### src/rtl/pred_reduce_pkg.sv
package pred_reduce_pkg;

  typedef enum logic [2:0] {
    OP_ADD = 3'd0,
    OP_MIN = 3'd1,
    OP_MAX = 3'd2,
    OP_AND = 3'd3,
    OP_OR  = 3'd4,
    OP_XOR = 3'd5,
    OP_NEG = 3'd6,
    OP_NOT = 3'd7
  } red_op_e;

  // Strobes from control to datapath
  typedef struct packed {
    logic clrAcc;   // new request: clear accumulator, latch op
    logic loadBuf;  // copy vecIn into the element buffer
    logic accum;    // fold the element at the current index
    logic first;    // current element seeds the accumulator
  } red_strb_t;

endpackage

### src/rtl/pred_reduce_alu.sv
module pred_reduce_alu
  import pred_reduce_pkg::*;
#(
  parameter int ELEM_W = 64
) (
  input  logic [ELEM_W-1:0] accIn,
  input  logic [ELEM_W-1:0] elemIn,
  input  logic [2:0]        opCode,
  input  logic              sgnCmp,
  output logic [ELEM_W-1:0] aluOut
);

  logic elemLess;

  always_comb begin
    if (sgnCmp) elemLess = $signed(elemIn) < $signed(accIn);
    else        elemLess = elemIn < accIn;
  end

  always_comb begin
    case (opCode)
      OP_ADD:  aluOut = accIn + elemIn;
      OP_MIN:  aluOut = elemLess ? elemIn : accIn;
      OP_MAX:  aluOut = elemLess ? accIn : elemIn;
      OP_AND:  aluOut = accIn & elemIn;
      OP_OR:   aluOut = accIn | elemIn;
      OP_XOR:  aluOut = accIn ^ elemIn;
      default: aluOut = accIn;
    endcase
  end

endmodule

### src/rtl/pred_reduce_ctrl.sv
module pred_reduce_ctrl
  import pred_reduce_pkg::*;
#(
  parameter int NUM_ELEM = 8,
  parameter int IDX_W    = 3,
  parameter int VL_W     = 4
) (
  input  logic                clk,
  input  logic                rstN,
  input  logic                start,
  input  logic                reduceMode,
  input  logic [2:0]          opSel,
  input  logic [VL_W-1:0]     vl,
  input  logic [NUM_ELEM-1:0] predMask,
  output red_strb_t           strb,
  output logic [IDX_W-1:0]    curIdx,
  output logic                busy,
  output logic                done,
  output logic                errOp,
  output logic                empty
);

  typedef enum logic {S_IDLE, S_RUN} state_e;

  state_e              state;
  logic [VL_W-1:0]     vlQ;
  logic [NUM_ELEM-1:0] predQ;
  logic                haveAcc;
  logic                accept;
  logic                badOp;
  logic                active;
  logic                lastStep;
  logic [VL_W-1:0]     vlClamp;

  assign accept   = start && (state == S_IDLE);
  assign badOp    = (opSel == OP_NEG) || (opSel == OP_NOT);
  assign vlClamp  = (vl > VL_W'(NUM_ELEM)) ? VL_W'(NUM_ELEM) : vl;
  assign active   = (VL_W'(curIdx) < vlQ) && predQ[curIdx];
  assign lastStep = (VL_W'(curIdx) + VL_W'(1)) >= vlQ;
  assign busy     = (state == S_RUN);

  always_comb begin
    strb = '0;
    if (accept) begin
      strb.clrAcc  = 1'b1;
      strb.loadBuf = !(reduceMode && badOp);
    end
    if (state == S_RUN && active) begin
      strb.accum = 1'b1;
      strb.first = !haveAcc;
    end
  end

  always_ff @(posedge clk) begin
    if (!rstN) begin
      state   <= S_IDLE;
      curIdx  <= '0;
      vlQ     <= '0;
      predQ   <= '0;
      haveAcc <= 1'b0;
      done    <= 1'b0;
      errOp   <= 1'b0;
      empty   <= 1'b0;
    end else begin
      done  <= 1'b0;
      errOp <= 1'b0;
      empty <= 1'b0;
      case (state)
        S_IDLE: begin
          if (start) begin
            if (!reduceMode) begin
              done <= 1'b1;
            end else if (badOp) begin
              done  <= 1'b1;
              errOp <= 1'b1;
            end else begin
              state   <= S_RUN;
              curIdx  <= '0;
              haveAcc <= 1'b0;
              vlQ     <= vlClamp;
              predQ   <= predMask;
            end
          end
        end
        S_RUN: begin
          if (active) haveAcc <= 1'b1;
          if (lastStep) begin
            state <= S_IDLE;
            done  <= 1'b1;
            empty <= !(haveAcc || active);
          end else begin
            curIdx <= curIdx + IDX_W'(1);
          end
        end
        default: state <= S_IDLE;
      endcase
    end
  end

endmodule

### src/rtl/pred_reduce_dp.sv
module pred_reduce_dp
  import pred_reduce_pkg::*;
#(
  parameter int NUM_ELEM = 8,
  parameter int ELEM_W   = 64,
  parameter int IDX_W    = 3
) (
  input  logic                       clk,
  input  logic                       rstN,
  input  red_strb_t                  strb,
  input  logic [IDX_W-1:0]           curIdx,
  input  logic [2:0]                 opSel,
  input  logic                       isSigned,
  input  logic [NUM_ELEM*ELEM_W-1:0] vecIn,
  output logic [ELEM_W-1:0]          result,
  output logic [IDX_W-1:0]           resultIdx,
  output logic [NUM_ELEM*ELEM_W-1:0] vecOut
);

  logic [ELEM_W-1:0] elemBuf [NUM_ELEM];
  logic [2:0]        opQ;
  logic              sgnQ;
  logic [ELEM_W-1:0] curElem;
  logic [ELEM_W-1:0] aluOut;
  logic [ELEM_W-1:0] newAcc;
  logic [IDX_W-1:0]  wrIdx;

  assign curElem = elemBuf[curIdx];
  assign newAcc  = strb.first ? curElem : aluOut;
  assign wrIdx   = strb.first ? curIdx : resultIdx;

  pred_reduce_alu #(.ELEM_W(ELEM_W)) u_alu (
    .accIn  (result),
    .elemIn (curElem),
    .opCode (opQ),
    .sgnCmp (sgnQ),
    .aluOut (aluOut)
  );

  always_ff @(posedge clk) begin
    if (!rstN) begin
      result    <= '0;
      resultIdx <= '0;
      opQ       <= '0;
      sgnQ      <= 1'b0;
      for (int i = 0; i < NUM_ELEM; i++) elemBuf[i] <= '0;
    end else begin
      if (strb.clrAcc) begin
        result    <= '0;
        resultIdx <= '0;
        opQ       <= opSel;
        sgnQ      <= isSigned;
      end
      if (strb.loadBuf) begin
        for (int i = 0; i < NUM_ELEM; i++) elemBuf[i] <= vecIn[i*ELEM_W +: ELEM_W];
      end
      if (strb.accum) begin
        result         <= newAcc;
        elemBuf[wrIdx] <= newAcc;
        if (strb.first) resultIdx <= curIdx;
      end
    end
  end

  for (genvar g = 0; g < NUM_ELEM; g++) begin : g_pack
    assign vecOut[g*ELEM_W +: ELEM_W] = elemBuf[g];
  end

endmodule

### src/rtl/pred_reduce.sv
module pred_reduce
  import pred_reduce_pkg::*;
#(
  parameter int NUM_ELEM = 8,
  parameter int ELEM_W   = 64,
  localparam int IDX_W   = $clog2(NUM_ELEM),
  localparam int VL_W    = $clog2(NUM_ELEM + 1)
) (
  input  logic                       clk,
  input  logic                       rstN,
  input  logic                       start,
  input  logic                       reduceMode,
  input  logic [2:0]                 opSel,
  input  logic                       isSigned,
  input  logic [VL_W-1:0]            vl,
  input  logic [NUM_ELEM-1:0]        predMask,
  input  logic [NUM_ELEM*ELEM_W-1:0] vecIn,
  output logic                       busy,
  output logic                       done,
  output logic                       errOp,
  output logic                       empty,
  output logic [ELEM_W-1:0]          result,
  output logic [IDX_W-1:0]           resultIdx,
  output logic [NUM_ELEM*ELEM_W-1:0] vecOut
);

  red_strb_t        strb;
  logic [IDX_W-1:0] curIdx;

  pred_reduce_ctrl #(.NUM_ELEM(NUM_ELEM), .IDX_W(IDX_W), .VL_W(VL_W)) u_ctrl (
    .clk        (clk),
    .rstN       (rstN),
    .start      (start),
    .reduceMode (reduceMode),
    .opSel      (opSel),
    .vl         (vl),
    .predMask   (predMask),
    .strb       (strb),
    .curIdx     (curIdx),
    .busy       (busy),
    .done       (done),
    .errOp      (errOp),
    .empty      (empty)
  );

  pred_reduce_dp #(.NUM_ELEM(NUM_ELEM), .ELEM_W(ELEM_W), .IDX_W(IDX_W)) u_dp (
    .clk       (clk),
    .rstN      (rstN),
    .strb      (strb),
    .curIdx    (curIdx),
    .opSel     (opSel),
    .isSigned  (isSigned),
    .vecIn     (vecIn),
    .result    (result),
    .resultIdx (resultIdx),
    .vecOut    (vecOut)
  );

endmodule

### config.mk
export PLATFORM = sky130hd
export DESIGN_NAME = pred_reduce
export DESIGN_NICKNAME = d
export VERILOG_FILES = /design/src/rtl/pred_reduce_pkg.sv /design/src/rtl/pred_reduce_alu.sv /design/src/rtl/pred_reduce_ctrl.sv /design/src/rtl/pred_reduce_dp.sv /design/src/rtl/pred_reduce.sv
export SDC_FILE = /design/constraint.sdc
export NUM_CORES = 1
export LEC_CHECK = 0
export ABC_AREA = 1
export BUFFER_PORTS_ARGS = -buffer_cell sky130_fd_sc_hd__buf_2
export CORE_AREA = 2 2 439 441
export DETAILED_ROUTE_END_ITERATION = 7
export DIE_AREA = 0 0 441 443
export HOLD_SLACK_MARGIN = 0.15
export PLACE_DENSITY_LB_ADDON = 0.08
export SLEW_MARGIN = 20
export SYNTH_ARGS = -nofsm -noshare
export SYNTH_HDL_FRONTEND = slang
export SYNTH_HIERARCHICAL = 1
export SYNTH_SLANG_ARGS = --single-unit
### constraint.sdc
create_clock -name clk -period 6 [get_ports clk]
set_input_delay 1.2 -clock clk [delete_from_list [all_inputs] [get_ports clk]]
set_output_delay 1.2 -clock clk [all_outputs]
set_load 0.005 [all_outputs]
==> impl_metrics.csv <==
group,metric,value,unit
status,run_status,"complete, no violations",
routing,drc,0,
logic_synthesis,synth_top_family_by_area,"simple AND/OR/NAND/NOR gates",
clock_network,cts_resized,0,
hold_path,hp-class,"reg2reg",
logic_synthesis,synthDistinctLibCells,45,
setup_path,crit_required,6510,ps
die,initial_core_util,0.246,
die,fp.coreArea,191000,sq um
cells_and_area,areaGrowthSynthToFinish,23.4,%
logic_synthesis,ys_seq_area_frac,0.366,
clock_network,clk_pin_slew,60,ps
logic_synthesis,synth_compound_area_frac,0.0494,
power_and_ir_drop,ir_worst_vdd,0.200,mV
routing,drt-initial-drc-count,5478,
logic_synthesis,synthAdderAreaFrac,0.0537,
setup_path,crit_top_cell,"nand2_1",
sta,rsz0062_at_grt,"false",
setup_path,worstPathArrival,6010,ps
die,io_pins,1115,
routing,viasPerCell,5.21,
setup_path,worstPathMaxFanout,64,
power_and_ir_drop,leakagePower,29.4,nW
grt,antenna_found_initial,41,
placed_design,port_buffers,1114,
logic_synthesis,synthMuxAreaShare,0,
logic_synthesis,synth.avg_cell_area,6.79,sq um
clock_network,clockBufferDepth,3,
sta,hold_violations,0,
cells_and_area,drive_gt1_frac,0.200,
routing,dr.pass1.iters,6,
cells_and_area,fin_nets,8541,
logic_synthesis,synth_area,47000,sq um
grt,globalRouteTotalUtil,0.332,
grt,grt_pass1_wl,450,mm
sta,relSlewSlack,0.308,
placed_design,dp_cells,10249,
logic_synthesis,synth_xor_area_frac,0.000186,
setup_path,critPathMaxStageDelay,430,ps
die,fp.dieArea,195000,sq um
sta,tns,0,ps
setup_path,worstSetupStartpointType,"flop",
power_and_ir_drop,p_int,9.19,mW
setup_path,cp_top_family,"simple AND/OR/NAND/NOR gates",
clock_network,cts_made_buffers,83,
logic_synthesis,synth_largest_area_cell,"edfxtp_1",
clock_network,cts_setup_buffers,0,
setup_path,crit_cells,27,
placed_design,placedInstanceArea,55200,sq um
sta,min_period,5500,ps
power_and_ir_drop,p_total,15.1,mW
setup_path,worstRegToRegCells,27,
logic_synthesis,synthTopCellsByArea,"edfxtp_1 (33%), nand3_1 (20%), nand2_1 (15%), inv_1 (8.0%), ha_1 (5.3%)",
placed_design,gp_congestion,0.972,
logic_synthesis,yosysTopAreaCellShare,0.327,
logic_synthesis,ys_top_cells_by_count,"nand3_1 (1856), nand2_1 (1843), inv_1 (1000)",
grt,grt_max_degree,108,
logic_synthesis,synth_top_flop_cell,"edfxtp_1",
die,rows,161,
cells_and_area,n_fill_cell,21657,
grt,first_global_vias,52456,
setup_path,path_class,"reg2reg",
cells_and_area,final_cells,10438,
power_and_ir_drop,pwr-share-comb,0.317,
sta,worst_pin_slew,1040,ps
power_and_ir_drop,p_per_area,261,nW/um^2
hold_path,min_path_cells,2,
power_and_ir_drop,p_seq_frac,0.347,
sta,skew,66.1,ps
routing,ant_nets,0,
flow_run,drv_cap,0,
die,die_w,441,um
routing,vias,54404,
clock_network,cts_hold_buf,0,
clock_network,root_buffer,"clkbuf_16",
setup_path,critPathCaptureType,"flop",
die,die_h,443,um
logic_synthesis,synth_simple_gate_area_share,0.399,
power_and_ir_drop,power.net_switching,5.95,mW
sta,fmax,182,MHz
clock_network,cts-htree-levels,3,
logic_synthesis,synth_edf_count,512,
power_and_ir_drop,clkPwrFrac,0.335,
placed_design,dp_hpwl,262,mm
routing,wl_per_cell,32.3,um
logic_synthesis,ys_seq_elements,603,
grt,grt-ovfl-total,0,
clock_network,cts.sinks,603,
clock_network,cts_tree,"done",
logic_synthesis,yosysWarnings,6,
clock_network,clk_latency,760,ps
setup_path,crit_buf_inv,6,
routing,wirelength,337,mm
sta,finalCritPeriodShare,0.917,
logic_synthesis,synthCells,6921,
setup_path,worst_path_max_delay_cell,"nor4_1",
cells_and_area,final_area,58000,sq um
power_and_ir_drop,swShare,0.393,
sta,slew_viol_final,0,
logic_synthesis,async_flop_share,0,
sta,setup_viol,0,
logic_synthesis,syn_nets,7654,
logic_synthesis,synthMostInstantiatedCell,"nand3_1",
[registers in the layout, summed over array words and instances, names as in the netlist]
register,cells
u_ctrl/done,1
u_ctrl/curIdx,3
u_dp/sgnQ,1
u_dp/opQ,3
u_ctrl/busy,1
u_dp/elemBuf,512
u_dp/resultIdx,3
u_ctrl/errOp,1
u_ctrl/vlQ,4
u_dp/result,64
u_ctrl/predQ,8
u_ctrl/haveAcc,1
u_ctrl/empty,1
[per-layer routing]
layer,GRT usage,part of all wire,vias to the layer above
li1,-,-,24353
met1,0.398,0.39,26741
met2,0.567,0.48,2755
met3,0.0497,0.064,545
met4,0.177,0.062,10
met5,0,0.00019,-
[kinds of logic (layout without fill, tap and decap cells)]
kind of cell,after synthesis,after routing
adders and majority gates,201,201
other,0,40
and+or+nand+nor,4223,4223
xor gates and xnor gates,1,1
buffers and inverters,1483,2434
AOI/OAI and AO/OA,410,410
DFF,603,603
[power groups by stage]
stage	logic [mW]	registers [mW]	clock network, mW
5_1_grt	5.16	5.27	5.28
2_1_floorplan	2.55	5.19	0
4_1_cts	4.77	5.25	5.16
6_report	4.80	5.26	5.08
3_3_place_gp	4.74	5.34	0
3_5_place_dp	4.75	5.34	0
[cell usage in the layout, fill, tap and decap left out, drive strengths merged, types with 2 or more instances in the layout]
cell	Yosys	final
o221ai	11	11
nand3b	27	27
nor3	27	27
o21ai	121	121
o22ai	28	28
clkbuf	117	118
nand3	1858	1858
nor2	311	311
bufinv	0	4
a21oi	183	183
inv	1022	1028
o2111ai	2	2
nor4	5	5
o21bai	9	9
buf	340	1259
a21o	4	4
edfxtp	512	512
nand4	15	15
a21boi	5	5
o311ai	3	3
dfxtp	91	91
o211ai	11	11
nand2	1910	1910
or2	69	69
a31oi	4	4
diode	0	40
a211oi	6	6
clkinv	4	25
ha	200	200
a221oi	17	17
o21a	4	4
a2111oi	2	2
[through the flow]
| step | setup WS, ps | hold slack [ps] | utilization |
|---|---|---|---|
| 5_1_grt | 194 | 505 | 0.303 |
| 6_report | 497 | 469 | 0.303 |
| 3_3_place_gp | 463 | 460 | 0.289 |
| 2_1_floorplan | 1950 | 444 | - |
| 4_1_cts | 461 | 477 | 0.303 |
| 3_5_place_dp | 447 | 467 | 0.289 |
[cell type report]
cell class | instances | area (sq um) | share of cell area
Antenna cell | 40 | 100 | 0.00173
Sequential cell | 603 | 17200 | 0.297
Inverter | 1026 | 3900 | 0.0672
Tap cell | 2526 | 3160 | 0.0545
Clock buffer | 118 | 2330 | 0.0403
Timing Repair Buffer | 1259 | 7180 | 0.124
Multi-Input combinational cell | 4835 | 23800 | 0.410
Clock inverter | 31 | 303 | 0.00522
[tightest hold or removal path, delay by kind of cell (launching register included)]
family | cells | cell delay, ps
AO/OA/AOI/OAI | 1 | 50
AND/OR/NAND/NOR | 1 | 60
flip-flops | 1 | 310
[path summary, 6_finish.rpt]
kind	from	to	slack [ps]
max	u_ctrl/curIdx[0]$_SDFFE_PN0P_	u_dp/elemBuf[3][55]$_DFFE_PP_	500
min	u_ctrl/vlQ[1]$_SDFFE_PN0P_	u_ctrl/vlQ[1]$_SDFFE_PN0P_	470
max reg2reg	u_ctrl/curIdx[0]$_SDFFE_PN0P_	u_dp/elemBuf[3][55]$_DFFE_PP_	500
min reg2reg	u_ctrl/vlQ[1]$_SDFFE_PN0P_	u_ctrl/vlQ[1]$_SDFFE_PN0P_	470
Note: power is estimated with default switching activity, not from simulation.
